`src/rtl/rx_ring_pkg.sv`:
```
package rx_ring_pkg;
  typedef enum logic [1:0] {ST_IDLE, ST_HDR, ST_CHECK, ST_FRAME} ring_st_e;
  // header byte positions (the capture order depends on them)
  localparam int HDR_STAT  = 0;
  localparam int HDR_NEXT  = 1;
  localparam int HDR_LEN_L = 2;
  localparam int HDR_LEN_H = 3;
  localparam int HDR_BYTES = 4;
endpackage

```
`src/rtl/rx_ring_ptrs.sv`:
```
module rx_ring_ptrs #(
  parameter int PG_W = 8
) (
  input  logic            clk_i,
  input  logic            rst_ni,
  input  logic [PG_W-1:0] start_pg_i,
  input  logic [PG_W-1:0] stop_pg_i,
  input  logic            rst_ptr_i,
  input  logic            rel_i,
  input  logic [PG_W-1:0] rel_nxt_i,
  input  logic            cur_wr_i,
  input  logic [PG_W-1:0] cur_pg_i,
  input  logic            ovf_set_i,
  input  logic            ovf_clr_i,
  output logic [PG_W-1:0] bnry_o,
  output logic [PG_W-1:0] curr_o,
  output logic [PG_W-1:0] rd_pg_o,
  output logic            ovf_o,
  output logic            bnry_ok_o,
  output logic            empty_o
);
  logic [PG_W-1:0] bnry_q, curr_q, rel_bnry;
  logic [PG_W:0]   bnry_inc;
  logic            ovf_q;

  assign bnry_inc  = {1'b0, bnry_q} + 1'b1;
  assign rd_pg_o   = (bnry_inc >= {1'b0, stop_pg_i}) ? start_pg_i : bnry_inc[PG_W-1:0];
  assign bnry_ok_o = (bnry_q >= start_pg_i) && (bnry_q < stop_pg_i);
  assign empty_o   = (rd_pg_o == curr_q);
  // next-1 below start <=> next <= start
  assign rel_bnry  = (rel_nxt_i <= start_pg_i) ? stop_pg_i - 1'b1 : rel_nxt_i - 1'b1;

  always_ff @(posedge clk_i or negedge rst_ni) begin
    if (!rst_ni) begin
      bnry_q <= '0;
      curr_q <= '0;
    end else if (rst_ptr_i) begin
      bnry_q <= start_pg_i;
      curr_q <= start_pg_i + 1'b1;
    end else begin
      if (rel_i)    bnry_q <= rel_bnry;
      if (cur_wr_i) curr_q <= cur_pg_i;
    end
  end

  always_ff @(posedge clk_i or negedge rst_ni) begin
    if (!rst_ni)        ovf_q <= 1'b0;
    else if (ovf_set_i) ovf_q <= 1'b1;
    else if (ovf_clr_i) ovf_q <= 1'b0;
  end

  assign bnry_o = bnry_q;
  assign curr_o = curr_q;
  assign ovf_o  = ovf_q;
endmodule

```
`src/rtl/rx_hdr_capture.sv`:
```
module rx_hdr_capture #(
  parameter int N     = 4,
  parameter int IDX_W = 3
) (
  input  logic             clk_i,
  input  logic             rst_ni,
  input  logic             cap_i,
  input  logic [IDX_W-1:0] idx_i,
  input  logic [7:0]       data_i,
  output logic [N*8-1:0]   hdr_o
);
  for (genvar g = 0; g < N; g++) begin : g_byte
    logic [7:0] b_q;
    always_ff @(posedge clk_i or negedge rst_ni) begin
      if (!rst_ni)                            b_q <= '0;
      else if (cap_i && idx_i == IDX_W'(g))   b_q <= data_i;
    end
    assign hdr_o[g*8 +: 8] = b_q;
  end
endmodule

```
`src/rtl/rx_byte_addr.sv`:
```
module rx_byte_addr #(
  parameter int PG_W  = 8,
  parameter int OFF_W = 8,
  localparam int ADDR_W = PG_W + OFF_W
) (
  input  logic              clk_i,
  input  logic              rst_ni,
  input  logic [PG_W-1:0]   start_pg_i,
  input  logic [PG_W-1:0]   stop_pg_i,
  input  logic              load_i,
  input  logic [ADDR_W-1:0] load_addr_i,
  input  logic              inc_i,
  output logic [ADDR_W-1:0] addr_o
);
  logic [ADDR_W-1:0] addr_q, addr_inc, lim, span;

  assign addr_inc = addr_q + 1'b1;
  assign lim      = {stop_pg_i, {OFF_W{1'b0}}};
  assign span     = {stop_pg_i - start_pg_i, {OFF_W{1'b0}}};

  always_ff @(posedge clk_i or negedge rst_ni) begin
    if (!rst_ni)     addr_q <= '0;
    else if (load_i) addr_q <= load_addr_i;
    else if (inc_i)  addr_q <= (addr_inc >= lim) ? addr_inc - span : addr_inc;
  end

  assign addr_o = addr_q;
endmodule

```
`src/rtl/rx_ring_mgr.sv`:
```
module rx_ring_mgr
  import rx_ring_pkg::*;
#(
  parameter int PG_W  = 8,
  parameter int OFF_W = 8,
  parameter int LEN_W = 16,
  localparam int ADDR_W = PG_W + OFF_W,
  localparam int CNT_W  = $clog2(HDR_BYTES + 1)
) (
  input  logic              clk_i,
  input  logic              rst_ni,
  input  logic [PG_W-1:0]   start_pg_i,
  input  logic [PG_W-1:0]   stop_pg_i,
  input  logic [LEN_W-1:0]  max_len_i,
  input  logic              cur_wr_i,
  input  logic [PG_W-1:0]   cur_pg_i,
  input  logic              ovf_set_i,
  input  logic              poll_i,
  input  logic              release_i,
  input  logic              byte_rd_i,
  output logic              ram_re_o,
  output logic [ADDR_W-1:0] ram_addr_o,
  input  logic [7:0]        ram_rdata_i,
  output logic              none_o,
  output logic              drop_o,
  output logic              frame_vld_o,
  output logic [LEN_W-1:0]  pay_len_o,
  output logic [ADDR_W-1:0] pay_addr_o,
  output logic              rd_vld_o,
  output logic [7:0]        rd_data_o,
  output logic [PG_W-1:0]   bnry_o,
  output logic [PG_W-1:0]   curr_o,
  output logic              ovf_o
);
  ring_st_e st_q;
  logic [CNT_W-1:0] iss_q, cap_q;
  logic             pend_q, none_q, drop_q, rd_vld_q;
  logic [LEN_W-1:0] pay_len_q, stored_len, pay_len;
  logic [HDR_BYTES*8-1:0] hdr;
  logic [PG_W-1:0]  rd_pg, nxt_pg;
  logic [ADDR_W-1:0] rd_addr;
  logic bnry_ok, empty, poll_go, rst_ptr, ovf_clr;
  logic hdr_re, byte_re, chk, nxt_ok, too_long, rel, cap_last;

  assign poll_go  = (st_q == ST_IDLE) && poll_i;
  assign rst_ptr  = poll_go && (ovf_o || !bnry_ok);
  assign ovf_clr  = poll_go && ovf_o;
  assign hdr_re   = (st_q == ST_HDR) && (iss_q < CNT_W'(HDR_BYTES));
  assign byte_re  = (st_q == ST_FRAME) && byte_rd_i;
  assign chk      = (st_q == ST_CHECK);
  assign cap_last = pend_q && (cap_q == CNT_W'(HDR_BYTES - 1));

  assign nxt_pg     = hdr[HDR_NEXT*8 +: 8];
  assign stored_len = {hdr[HDR_LEN_H*8 +: 8], hdr[HDR_LEN_L*8 +: 8]};
  assign pay_len    = stored_len - LEN_W'(HDR_BYTES);
  assign nxt_ok     = (nxt_pg >= start_pg_i) && (nxt_pg < stop_pg_i);
  assign too_long   = pay_len > max_len_i;
  assign rel        = byte_rel_frame() || (chk && nxt_ok && too_long);

  function automatic logic byte_rel_frame();
    return (st_q == ST_FRAME) && release_i;
  endfunction

  rx_ring_ptrs #(.PG_W(PG_W)) i_ptrs (
    .clk_i, .rst_ni, .start_pg_i, .stop_pg_i,
    .rst_ptr_i(rst_ptr), .rel_i(rel), .rel_nxt_i(nxt_pg),
    .cur_wr_i, .cur_pg_i, .ovf_set_i, .ovf_clr_i(ovf_clr),
    .bnry_o, .curr_o, .rd_pg_o(rd_pg), .ovf_o,
    .bnry_ok_o(bnry_ok), .empty_o(empty)
  );

  rx_hdr_capture #(.N(HDR_BYTES), .IDX_W(CNT_W)) i_hdr (
    .clk_i, .rst_ni, .cap_i(pend_q), .idx_i(cap_q),
    .data_i(ram_rdata_i), .hdr_o(hdr)
  );

  rx_byte_addr #(.PG_W(PG_W), .OFF_W(OFF_W)) i_addr (
    .clk_i, .rst_ni, .start_pg_i, .stop_pg_i,
    .load_i(chk), .load_addr_i(pay_addr_o), .inc_i(byte_re), .addr_o(rd_addr)
  );

  always_ff @(posedge clk_i or negedge rst_ni) begin
    if (!rst_ni) begin
      st_q      <= ST_IDLE;
      iss_q     <= '0;
      cap_q     <= '0;
      pend_q    <= 1'b0;
      none_q    <= 1'b0;
      drop_q    <= 1'b0;
      rd_vld_q  <= 1'b0;
      pay_len_q <= '0;
    end else begin
      none_q   <= (poll_go && (rst_ptr || empty)) || (chk && !nxt_ok);
      drop_q   <= chk && nxt_ok && too_long;
      rd_vld_q <= byte_re;
      pend_q   <= hdr_re;
      if (hdr_re) iss_q <= iss_q + 1'b1;
      if (pend_q) cap_q <= cap_q + 1'b1;
      unique case (st_q)
        ST_IDLE: if (poll_go && !rst_ptr && !empty) begin
          st_q  <= ST_HDR;
          iss_q <= '0;
          cap_q <= '0;
        end
        ST_HDR:   if (cap_last) st_q <= ST_CHECK;
        ST_CHECK: begin
          pay_len_q <= pay_len;
          st_q      <= (nxt_ok && !too_long) ? ST_FRAME : ST_IDLE;
        end
        ST_FRAME: if (release_i) st_q <= ST_IDLE;
        default:  st_q <= ST_IDLE;
      endcase
    end
  end

  assign ram_re_o    = hdr_re || byte_re;
  assign ram_addr_o  = hdr_re ? {rd_pg, OFF_W'(iss_q)} : rd_addr;
  assign pay_addr_o  = {rd_pg, OFF_W'(HDR_BYTES)};
  assign pay_len_o   = pay_len_q;
  assign frame_vld_o = (st_q == ST_FRAME);
  assign none_o      = none_q;
  assign drop_o      = drop_q;
  assign rd_vld_o    = rd_vld_q;
  assign rd_data_o   = ram_rdata_i;
endmodule

```
`config.mk`:
```
export PLATFORM = sky130hd
export DESIGN_NAME = rx_ring_mgr
export DESIGN_NICKNAME = d
export VERILOG_FILES = /design/src/rtl/rx_ring_pkg.sv /design/src/rtl/rx_ring_ptrs.sv /design/src/rtl/rx_hdr_capture.sv /design/src/rtl/rx_byte_addr.sv /design/src/rtl/rx_ring_mgr.sv
export SDC_FILE = /design/constraint.sdc
export NUM_CORES = 1
export LEC_CHECK = 0
export ABC_AREA = 1
export BUFFER_PORTS_ARGS = -buffer_cell sky130_fd_sc_hd__buf_4
export CAP_MARGIN = 20
export CORE_MARGIN = 4
export CORE_UTILIZATION = 60
export CTS_CLUSTER_SIZE = 40
export DETAILED_ROUTE_END_ITERATION = 8
export PLACE_DENSITY = 0.94
export SYNTH_ARGS = -nofsm -noshare
export SYNTH_HDL_FRONTEND = slang
export SYNTH_SLANG_ARGS = --single-unit
```
`constraint.sdc`:
```
create_clock -name clk_i -period 5.98 [get_ports clk_i]
set_input_delay 1.196 -clock clk_i [delete_from_list [all_inputs] [get_ports clk_i]]
set_output_delay 1.196 -clock clk_i [all_outputs]
set_load 0.005 [all_outputs]
```
==> results.sh, run 1 <==
export IMPL_instances_no_fill=1255
export IMPL_synthArstFlopShare=1.000
export IMPL_dominantRegCellSynth="dfrtp_1"
export IMPL_rows=39
export IMPL_use_met2=0.5170
export IMPL_drc=0
export IMPL_clock_sinks=85
export IMPL_fin_crit_sh=0.8186
export IMPL_path_buf_inv=1
export IMPL_status="completed"
export IMPL_synthTopCellsByArea="dfrtp_1, ha_1, nand2_1"
export IMPL_drt_total_wl_um=21780
export IMPL_cts_buffer_depth=2
export IMPL_cp_end_kind="output pin"
export IMPL_via_per_inst=5.870
export IMPL_rr_startpoint="i_hdr.g_byte[2].b_q[2]$_DFFE_PN0P_"
export IMPL_final_min_clock_period_ns=4.895
export IMPL_path_class="reg2out"
export IMPL_ir_drop_mv=0.1463
export IMPL_r2r_end="i_ptrs.bnry_o[5]$_DFFE_PN0P_"
export IMPL_slowest_delay_ns=0.63
export IMPL_dp_cells=1239
export IMPL_overflow=0
export IMPL_io_pins=133
export IMPL_ctsHoldBuffers=0
export IMPL_synth_top_area_cell="dfrtp_1"
export IMPL_synth_edf_count=0
export IMPL_yosysWarnings=0
export IMPL_synth_top_area_frac=0.2926
export IMPL_cp_common_cell="nand2_1"
export IMPL_ys_seq_elements=85
export IMPL_wire_per_inst_um=17.36
export IMPL_clk_pin_slew_ns=0.07
export IMPL_final_cell_mix="nand2_1, inv_1, buf_4"
export IMPL_holdCritPathClass="reg2reg"
export IMPL_yosysUniqueCellTypes=49
export IMPL_antenna_found_initial=0
export IMPL_cts_resized=0
export IMPL_min_from="pay_len_o[6]$_DFFE_PN0P_"
export IMPL_numCtsBuffers=9
export IMPL_leakage_nw=4.743
export IMPL_grt_pass1_vias=7314
export IMPL_layout_commonest_cell="nand2_1"
export IMPL_worst_path_stages=14
export IMPL_max_freq_mhz=204.3
export IMPL_start_util=0.6259
export IMPL_cap_violations=0
export IMPL_tightest_slew_ns=0.7708
export IMPL_path_cells="nand3_1 -> nor2_1 -> nand3b_1 -> xnor2_1 -> ha_1 -> a21oi_1 -> nand2_1 -> nor2_1 -> nand3_1 -> nand2_1 -> nand2_1 -> nand2_1 -> o21ai_0 -> buf_4"
export IMPL_die_y_um=118.1
export IMPL_gr_usage_met1=0.3698
export IMPL_avgSynthCellArea_sq_um=7.248
export IMPL_hold_violations=0
export IMPL_dpl_cell_area_sq_um=8194
export IMPL_syn2layout_area_growth_pct=16.73
export IMPL_cp_slowest_cell="a21oi_1"
export IMPL_skew_ns=0.009950
export IMPL_crit_family="simple AND/OR/NAND/NOR gates"
export IMPL_crit_fanout=12
export IMPL_holdPathStages=2
export IMPL_drt_first_pass_iters=6
export IMPL_cts_tree="done"
export IMPL_postRouteAntennaNets=0
export IMPL_setup_viol=0
export IMPL_slew_violations=0
export IMPL_synth_seq_area_share=0.2926
export IMPL_powerDensity_nw_per_um2=164.9
export IMPL_hold_end="pay_len_o[6]$_DFFE_PN0P_"
export IMPL_insertion_delay_ns=0.36
export IMPL_grt_use_total=0.3096
export IMPL_cp_required_ns=4.78
export IMPL_cts_root_buf="clkbuf_16"
export IMPL_post_cts_setup_buffers=0
export IMPL_maxSlewHeadroom=0.4729
export IMPL_dieWidth_um=118.1
export IMPL_r2r_slack_ns=1.91
export IMPL_critical_path_arrival_ns=3.70
export IMPL_grt_pass1_wl_um=35110
export IMPL_worst_r2r_cell_count=21
export IMPL_n_fill_cell=919
export IMPL_drtIter0Drc=726
export IMPL_drive_gt1_frac=0.1592
export IMPL_rsz0062_at_grt="false"
export IMPL_gr_max_usage_layer="met2"
export IMPL_total_power_mw=1.400
export IMPL_antenna_cells=0
export IMPL_synth_area_sq_um=7269
export IMPL_dieArea_sq_um=13940
export IMPL_syn_inst=1003
export IMPL_grtUsageMet3=0.07448
export IMPL_worst_setup_path_start_kind="flip-flop"
export IMPL_nNetsFinal=1253
export IMPL_grt_max_degree=46
export IMPL_vias=7367
export IMPL_dp_hpwl_um=16430
export IMPL_fin_area_sq_um=8486
export IMPL_core_area_sq_um=11610
export IMPL_portBuffers=124
export IMPL_gpl_final_weighted_congestion=0.9825
export IMPL_cts_htree_levels=3
export IMPL_setup_tns_final_ns=0
-- sequential cells by signal, summed over array words and instances, names as in the netlist, 2 cells and up --
signal	count
st_q	2
i_addr.addr_o	16
iss_q	3
i_hdr.g_byte.b_q	24
i_ptrs.bnry_o	8
pay_len_o	16
i_ptrs.curr_o	8
cap_q	3
-- metrics by stage --
stage / hold slack [ns] / util / setup WS [ns]
final: 0.4868 / 0.7307 / 1.085
after global routing: 0.5129 / 0.7307 / 0.8468
after CTS: 0.4843 / 0.7300 / 1.084
after detailed placement: 0.4669 / 0.7056 / 1.187
after global placement: 0.4664 / 0.7056 / 1.278
after floorplan: 0.4530 / - / 2.244
-- kinds of logic after synthesis --
| family | after synthesis | synth area share |
|---|---|---|
| AND/OR/NAND/NOR | 420 | 0.2520 |
| buffers and inverters | 191 | 0.1100 |
| AO/OA/AOI/OAI | 166 | 0.1282 |
| adder cells (fa/ha/maj) | 90 | 0.1570 |
| flip-flops | 85 | 0.2926 |
| XOR/XNOR | 48 | 0.05783 |
| other | 2 | 0.001033 |
| multiplexers | 1 | 0.001377 |
-- final cells by class --
type	count	area [sq um]	area share
Inverter	151	569.3	0.06709
Timing Repair Buffer	128	960.9	0.1132
Clock buffer	11	252.7	0.02978
Sequential cell	85	2127	0.2507
Multi-Input combinational cell	733	4365	0.5145
Clock inverter	4	31.28	0.003686
Tap cell	143	178.9	0.02109
-- worst register-to-register path, cell delays in order (launching register included) --
cell      delay, ns
dfrtp_1        0.42
inv_1          0.14
ha_1           0.21
nand2_1        0.12
nor2_1         0.12
nand2_1        0.11
nor3_1         0.30
nand4_1        0.16
xor2_1         0.20
inv_1          0.06
ha_1           0.27
nand2_1        0.07
nor2_1         0.15
nand4_1        0.13
nor4_1         0.25
a31oi_1        0.13
nand2_1        0.11
nand2_1        0.16
nor2_1         0.41
inv_1          0.22
o211ai_1       0.14
nand2_1        0.07
-- worst max-delay path by stage --
| stage | start | to |
|---|---|---|
| final | i_ptrs.bnry_o[2]$_DFFE_PN0P_ | ram_addr_o[15] |
| after global routing | i_ptrs.bnry_o[2]$_DFFE_PN0P_ | ram_addr_o[15] |
| after CTS | i_ptrs.bnry_o[2]$_DFFE_PN0P_ | ram_addr_o[15] |
| after detailed placement | stop_pg_i[7] | ram_addr_o[15] |
| after global placement | stop_pg_i[7] | ram_addr_o[15] |
| after floorplan | stop_pg_i[4] | ram_addr_o[15] |
-- report_power, final --
part | switching, mW | leakage, nW | internal [mW] | total, mW
registers | 0.00607 | 0.954 | 0.580 | 0.586
logic | 0.154 | 3.65 | 0.105 | 0.258
clock network | 0.251 | 0.142 | 0.304 | 0.556
-- cell usage after synthesis (2+ instances only) --
cell type	instances
inv_1	149
nand3_1	54
o21bai_1	5
nand4_1	16
xor2_1	38
nor3_1	11
nor2_1	43
nand3b_1	4
clkbuf_1	17
buf_2	4
buf_6	2
a21o_1	2
nand2_4	2
buf_4	16
nor2_2	7
a21oi_2	3
conb_1	2
o21a_1	3
o211ai_1	13
o22ai_1	13
nand2_1	256
ha_1	88
nand2_2	15
a21oi_1	47
fa_1	2
o21ai_1	6
nor4_1	2
a31oi_1	2
dfrtp_1	85
xnor2_1	10
o21ai_0	68
-- metal layers --
metal	wire (um)	up-vias	share of wire
met5	0	-	0
met3	2103	92	0.097
met2	10280	403	0.47
met4	994	0	0.046
li1	-	3450	-
met1	8408	3422	0.39
Note: power is estimated with default switching activity, not from simulation.
==> run 2, diff against run 1 <==
--- a/config.mk
+++ b/config.mk
@@ -9,10 +9,10 @@
 export BUFFER_PORTS_ARGS = -buffer_cell sky130_fd_sc_hd__buf_4
 export CAP_MARGIN = 20
 export CORE_MARGIN = 4
-export CORE_UTILIZATION = 60
+export CORE_UTILIZATION = 57
 export CTS_CLUSTER_SIZE = 40
 export DETAILED_ROUTE_END_ITERATION = 8
-export PLACE_DENSITY = 0.94
+export PLACE_DENSITY = 0.9
 export SYNTH_ARGS = -nofsm -noshare
 export SYNTH_HDL_FRONTEND = slang
 export SYNTH_SLANG_ARGS = --single-unit
==> constraint.sdc (replaced) <==
create_clock -name clk_i -period 4.91 [get_ports clk_i]
set_input_delay 0.982 -clock clk_i [delete_from_list [all_inputs] [get_ports clk_i]]
set_output_delay 0.982 -clock clk_i [all_outputs]
set_load 0.005 [all_outputs]
==> run 2 against run 1 <==
  * Global-route usage fell by 1.2 points
  * Flip-flop and latch count did not move
  * Utilization fell by 3.2 points
  * Clock power rose by 32%
  * Clock skew fell by 0.0011 ns
  * Register-to-register slack got worse by 0.72 ns
  * Final cell count rose by 2.3%
  * Worst hold slack got worse by 0.0041 ns
  * Sequential share of layout area fell by 0.23 points
  * Largest cell class unchanged
  * Largest power group is now the clock network
  * Highest routed layer unchanged
==> results.sh, run 2 (synthesis gave the netlist of run 1 again) <==
export IMPL_path_cells="ha_1 -> nand2_2 -> nor3_1 -> xor2_1 -> ha_1 -> a21o_1 -> nand3_1 -> nand2_1 -> nor2_1 -> nand3_1 -> nand2_1 -> nand2_1 -> nand2_1 -> o21ai_0 -> buf_4"
export IMPL_wire_per_inst_um=16.64
export IMPL_drt_total_wl_um=21360
export IMPL_antenna_cells=0
export IMPL_tightest_slew_ns=0.6490
export IMPL_multi_input_area_sq_um=4365
export IMPL_cp_end_kind="output pin"
export IMPL_cts_resized=0
export IMPL_power_frac_seq=0.406
export IMPL_cp_common_cell="nand2_1"
export IMPL_via_per_inst=5.607
export IMPL_grt_pass1_vias=7062
export IMPL_powerDensity_nw_per_um2=205.1
export IMPL_insertion_delay_ns=0.36
export IMPL_grt_pass1_wl_um=34600
export IMPL_slew_violations=0
export IMPL_fin_crit_sh=0.9047
export IMPL_cts_htree_levels=3
export IMPL_gpl_final_weighted_congestion=0.9700
export IMPL_dp_hpwl_um=16680
export IMPL_grt_use_total=0.2976
export IMPL_drive_gt1_frac=0.1622
export IMPL_syn2layout_area_growth_pct=17.80
export IMPL_cts_buffer_depth=2
export IMPL_p_switching_uw=509.2
export IMPL_start_util=0.5929
export IMPL_nNetsFinal=1256
export IMPL_holdCritPathClass="reg2reg"
export IMPL_combPwrFrac=0.177
export IMPL_ctsHoldBuffers=0
export IMPL_status="completed"
export IMPL_io_pins=133
export IMPL_n_fill_cell=1010
export IMPL_vias=7199
export IMPL_leakage_nw=4.768
export IMPL_dieArea_sq_um=14620
export IMPL_skew_ns=0.008823
export IMPL_setup_viol=0
export IMPL_final_cell_mix="nand2_1, inv_1, buf_4"
export IMPL_path_class="reg2out"
export IMPL_critical_path_arrival_ns=3.46
export IMPL_cts_tree="done"
export IMPL_setup_tns_final_ns=0
export IMPL_cap_violations=0
export IMPL_drtIter0Drc=787
export IMPL_dieWidth_um=120.9
export IMPL_post_cts_setup_buffers=0
export IMPL_largest_reg_flops=24
export IMPL_p_int_mw=1.247
export IMPL_core_area_sq_um=12260
export IMPL_clock_sinks=85
export IMPL_drt_first_pass_iters=5
export IMPL_drt_met1_wl_um=8699
export IMPL_cp_required_ns=3.93
export IMPL_max_freq_mhz=225.1
export IMPL_antenna_found_initial=0
export IMPL_clkPwrFrac=0.417
export IMPL_clk_pin_slew_ns=0.07
export IMPL_overflow=0
export IMPL_worst_setup_path_start_kind="flip-flop"
export IMPL_cts_root_buf="clkbuf_16"
export IMPL_register_area_sq_um=2127
export IMPL_drc=0
export IMPL_rows=40
export IMPL_slowest_delay_ns=0.44
export IMPL_met3_length_um=1727
export IMPL_dr_wl_met2_um=10220
export IMPL_hold_violations=0
export IMPL_grt_max_degree=50
export IMPL_postRouteAntennaNets=0
export IMPL_final_min_clock_period_ns=4.442
export IMPL_fin_area_sq_um=8563
export IMPL_top_layer="met4"
export IMPL_layout_commonest_cell="nand2_1"
export IMPL_portBuffers=124
export IMPL_rsz0062_at_grt="false"
export IMPL_crit_fanout=11
export IMPL_cp_slowest_cell="dfrtp_1"
export IMPL_switching_share=0.2899
export IMPL_numCtsBuffers=9
export IMPL_maxSlewHeadroom=0.5673
export IMPL_ir_drop_mv=0.1591
export IMPL_dpl_cell_area_sq_um=8255
export IMPL_largest_register="i_hdr.g_byte.b_q"
export IMPL_die_y_um=120.9
## run 2: cell count changes in the layout (fill, tap and decap cells not counted), sizes merged
cell | previous run | this run
buf | 128 | 131
inv | 152 | 154
bufinv | 0 | 1
clkinv | 3 | 2
clkbuf | 11 | 10
## run 2: critical path: cells and delay by family, from the launching register on
kind,cells,cell delay [ns]
adders and majority gates,2,0.55
AOI/OAI and AO/OA,2,0.28
DFF,1,0.44
buffers and inverters,1,0.14
and+or+nand+nor,9,1.40
xor gates and xnor gates,1,0.29
## run 2: path summary, 6_finish.rpt
| check | startpoint | to | slack (ns) | cells after the start |
|---|---|---|---|---|
| worst max-delay path | i_ptrs.bnry_o[1]$_DFFE_PN0P_ | ram_addr_o[11] | 0.47 | 15 |
| worst min-delay path | pay_len_o[6]$_DFFE_PN0P_ | pay_len_o[6]$_DFFE_PN0P_ | 0.48 | 2 |
| worst max register to register | i_hdr.g_byte[2].b_q[4]$_DFFE_PN0P_ | i_ptrs.bnry_o[7]$_DFFE_PN0P_ | 1.19 | 20 |
| worst min register to register | pay_len_o[6]$_DFFE_PN0P_ | pay_len_o[6]$_DFFE_PN0P_ | 0.48 | 2 |
| max in group asynchronous | rst_ni | pay_len_o[1]$_DFFE_PN0P_ | 3.30 | 2 |
| min in group asynchronous | rst_ni | i_ptrs.curr_o[4]$_DFFE_PN0P_ | 0.64 | 1 |
## run 2: cell type report
type / instances / share of cell area
Clock inverter: 6 / 0.008036
Inverter: 151 / 0.06648
Clock buffer: 10 / 0.02791
Timing Repair Buffer: 131 / 0.1148
Tap cell: 168 / 0.02455
Multi-Input combinational cell: 733 / 0.5098
Sequential cell: 85 / 0.2484
## run 2: power by group through the flow
| stage | registers [mW] | logic, mW | clock network (mW) |
|---|---|---|---|
| detailed placement | 0.726 | 0.304 | 0 |
| CTS | 0.712 | 0.307 | 0.734 |
| finish | 0.713 | 0.312 | 0.732 |
| floorplan | 0.724 | 0.190 | 0 |
| global placement | 0.726 | 0.294 | 0 |
| global route | 0.713 | 0.350 | 0.768 |
## run 2: routing by layer
layer  vias to the layer above  GRT usage
met2                       336     0.4929
met4                         0     0.1303
met3                        66    0.04615
met5                         -          0
li1                       3462          -
met1                      3335     0.3852
## run 2: per-stage QoR
| step | hold WS, ns | std cells | util | setup slack [ns] | total power, mW |
|---|---|---|---|---|---|
| 4_1_cts | 0.4850 | 1284 | 0.6984 | 0.5089 | 1.754 |
| 6_report | 0.4828 | 1284 | 0.6984 | 0.4679 | 1.757 |
| 2_1_floorplan | 0.4530 | 1009 | - | 1.602 | 0.9138 |
| 5_1_grt | 0.4949 | 1284 | 0.6984 | 0.2443 | 1.831 |
| 3_3_place_gp | 0.4671 | 1268 | 0.6733 | 0.9039 | 1.020 |
| 3_5_place_dp | 0.4664 | 1268 | 0.6733 | 0.8484 | 1.029 |
==> run 3, diff against run 2 <==
--- a/config.mk
+++ b/config.mk
@@ -9,10 +9,11 @@
 export BUFFER_PORTS_ARGS = -buffer_cell sky130_fd_sc_hd__buf_4
 export CAP_MARGIN = 20
 export CORE_MARGIN = 4
-export CORE_UTILIZATION = 57
+export CORE_UTILIZATION = 60
+export CTS_BUF_LIST = sky130_fd_sc_hd__clkbuf_4
 export CTS_CLUSTER_SIZE = 40
 export DETAILED_ROUTE_END_ITERATION = 8
-export PLACE_DENSITY = 0.9
+export PLACE_DENSITY = 0.94
 export SYNTH_ARGS = -nofsm -noshare
 export SYNTH_HDL_FRONTEND = slang
 export SYNTH_SLANG_ARGS = --single-unit
==> constraint.sdc (replaced) <==
create_clock -name clk_i -period 5.19 [get_ports clk_i]
set_input_delay 1.038 -clock clk_i [delete_from_list [all_inputs] [get_ports clk_i]]
set_output_delay 1.038 -clock clk_i [all_outputs]
set_load 0.005 [all_outputs]
==> run 3 against run 2 <==
  * Wire length fell by 1.4%
  * Largest cell class unchanged
  * Non-clock buffer count fell by 2
  * Critical path type unchanged
  * Sequential share of layout area rose by 0.71 points
  * Power fell by 23%
  * Final cell count fell by 2.3%
==> results.sh, run 3 (synthesis gave the netlist of run 1 again) <==
export IMPL_status="completed"
export IMPL_r2r_end="i_addr.addr_o[11]$_DFFE_PN0P_"
export IMPL_r2r_slack_ns=1.09
export IMPL_drive_gt1_frac=0.1575
export IMPL_worst_setup_path_start_kind="flip-flop"
export IMPL_instances_no_fill=1254
export IMPL_antenna_found_initial=0
export IMPL_cts_root_buf="clkbuf_4"
export IMPL_drtIter0Drc=756
export IMPL_cap_violations=0
export IMPL_post_cts_setup_buffers=0
export IMPL_largest_reg_flops=24
export IMPL_syn2layout_area_growth_pct=14.54
export IMPL_dp_hpwl_um=16790
export IMPL_grt_pass1_vias=6980
export IMPL_cts_resized=0
export IMPL_leakage_nw=4.665
export IMPL_tightest_slew_ns=0.7555
export IMPL_antenna_cells=0
export IMPL_path_cells="ha_1 -> nand2_2 -> nor3_1 -> xor2_1 -> ha_1 -> a21o_1 -> nand3_1 -> nand2_1 -> nor2_1 -> nand3_1 -> nand2_1 -> nand2_1 -> nand2_1 -> o21ai_0 -> buf_4"
export IMPL_skew_ns=0.02589
export IMPL_ir_drop_mv=0.1494
export IMPL_via_per_inst=5.734
export IMPL_drc=0
export IMPL_die_y_um=118.1
export IMPL_hold_violations=0
export IMPL_final_min_clock_period_ns=4.771
export IMPL_setup_tns_final_ns=0
export IMPL_cp_required_ns=4.15
export IMPL_dp_cells=1241
export IMPL_largest_register="i_hdr.g_byte.b_q"
export IMPL_worst_path_stages=15
export IMPL_dieWidth_um=118.1
export IMPL_slew_violations=0
export IMPL_nNetsFinal=1254
export IMPL_cp_common_cell="nand2_1"
export IMPL_rows=39
export IMPL_clock_sinks=85
export IMPL_rr_startpoint="i_addr.addr_o[0]$_DFFE_PN0P_"
export IMPL_rsz0062_at_grt="false"
export IMPL_grt_max_degree=47
export IMPL_core_area_sq_um=11610
export IMPL_overflow=0
export IMPL_path_class="reg2out"
export IMPL_portBuffers=124
export IMPL_vias=7191
export IMPL_start_util=0.6259
export IMPL_path_buf_inv=1
export IMPL_cts_htree_levels=3
export IMPL_cts_buffer_depth=2
export IMPL_clk_pin_slew_ns=0.15
export IMPL_critical_path_arrival_ns=3.73
export IMPL_final_cell_mix="nand2_1, inv_1, buf_4"
export IMPL_cp_slowest_cell="dfrtp_1"
export IMPL_max_freq_mhz=209.6
export IMPL_layout_commonest_cell="nand2_1"
export IMPL_cp_end_kind="output pin"
export IMPL_insertion_delay_ns=0.47
export IMPL_wire_per_inst_um=16.79
export IMPL_drt_first_pass_iters=6
export IMPL_crit_fanout=11
export IMPL_drt_total_wl_um=21060
export IMPL_fin_crit_sh=0.9193
export IMPL_grt_pass1_wl_um=34270
export IMPL_grt_use_total=0.3033
export IMPL_crit_path_end="ram_addr_o[15]"
export IMPL_holdCritPathClass="in2async"
export IMPL_slowest_delay_ns=0.48
export IMPL_postRouteAntennaNets=0
export IMPL_holdWs_ns=0.5032
export IMPL_numCtsBuffers=9
export IMPL_ctsHoldBuffers=0
export IMPL_maxSlewHeadroom=0.4833
export IMPL_setup_viol=0
export IMPL_crit_family="simple AND/OR/NAND/NOR gates"
export IMPL_powerDensity_nw_per_um2=162.0
export IMPL_io_pins=133
export IMPL_gpl_final_weighted_congestion=1.004
export IMPL_cts_tree="done"
export IMPL_worst_r2r_cell_count=17
export IMPL_startpoint="i_ptrs.bnry_o[1]$_DFFE_PN0P_"
export IMPL_dieArea_sq_um=13940
run 3: cell types whose count changed in the layout (fill, tap and decap cells not counted), moves of 2 or more:
cell       change
clkbuf_16      -9
clkbuf_4       +9
buf_4          -2
clkinv_2       -2
run 3: worst reg2reg max path: cells and delay by family (launching register included):
family / cells / cell delay (ns)
DFF: 1 / 0.45
buffers and inverters: 3 / 0.27
AOI/OAI and AO/OA: 3 / 1.13
xor gates and xnor gates: 1 / 0.24
and+or+nand+nor: 8 / 1.39
adders and majority gates: 2 / 0.52
run 3: power by group:
part / switching [mW] / total, mW / internal, mW / leakage (nW)
clock network: 0.245 / 0.384 / 0.140 / 0.0618
logic: 0.170 / 0.290 / 0.121 / 3.65
registers: 0.00610 / 0.674 / 0.668 / 0.954
total: 0.421 / 1.35 / 0.928 / 4.67
run 3: stage by stage:
stage	power [mW]	utilization	instance area [sq um]	worst slack [ns]
after detailed placement	0.9712	0.7069	8209	1.004
after global placement	0.9635	0.7069	8209	1.045
after floorplan	0.8645	-	7292	1.770
final	1.349	0.7170	8327	0.4186
after global routing	1.416	0.7170	8327	0.1045
after CTS	1.349	0.7170	8327	0.4554
run 3: how the worst min path moves through the flow:
stage,slack (ns),cells past startpoint,to
after floorplan,0.45,2,i_hdr.g_byte[2].b_q[0]$_DFFE_PN0P_
after global placement,0.47,2,pay_len_o[6]$_DFFE_PN0P_
after detailed placement,0.47,2,pay_len_o[15]$_DFFE_PN0P_
after CTS,0.51,1,i_ptrs.curr_o[5]$_DFFE_PN0P_
after global routing,0.53,1,i_ptrs.curr_o[5]$_DFFE_PN0P_
final,0.50,1,i_ptrs.curr_o[5]$_DFFE_PN0P_
run 3: final cells by class:
class / count / area [sq um]
multi-input combinational: 733 / 4365
clock inverter: 4 / 50.05
inverter: 151 / 569.3
tap: 143 / 178.9
clock buffer: 9 / 67.56
sequential: 85 / 2127
timing repair buffer: 129 / 968.4
fill: 954 / 3287
run 3: per-layer routing:
layer | vias up | share of wire | routed length [um] | GRT usage
met5 | - | 0 | 0 | 0
met4 | 0 | 0.033 | 693 | 0.1194
li1 | 3450 | - | - | -
met2 | 343 | 0.47 | 9853 | 0.5030
met1 | 3338 | 0.41 | 8651 | 0.3921
met3 | 60 | 0.088 | 1858 | 0.05478
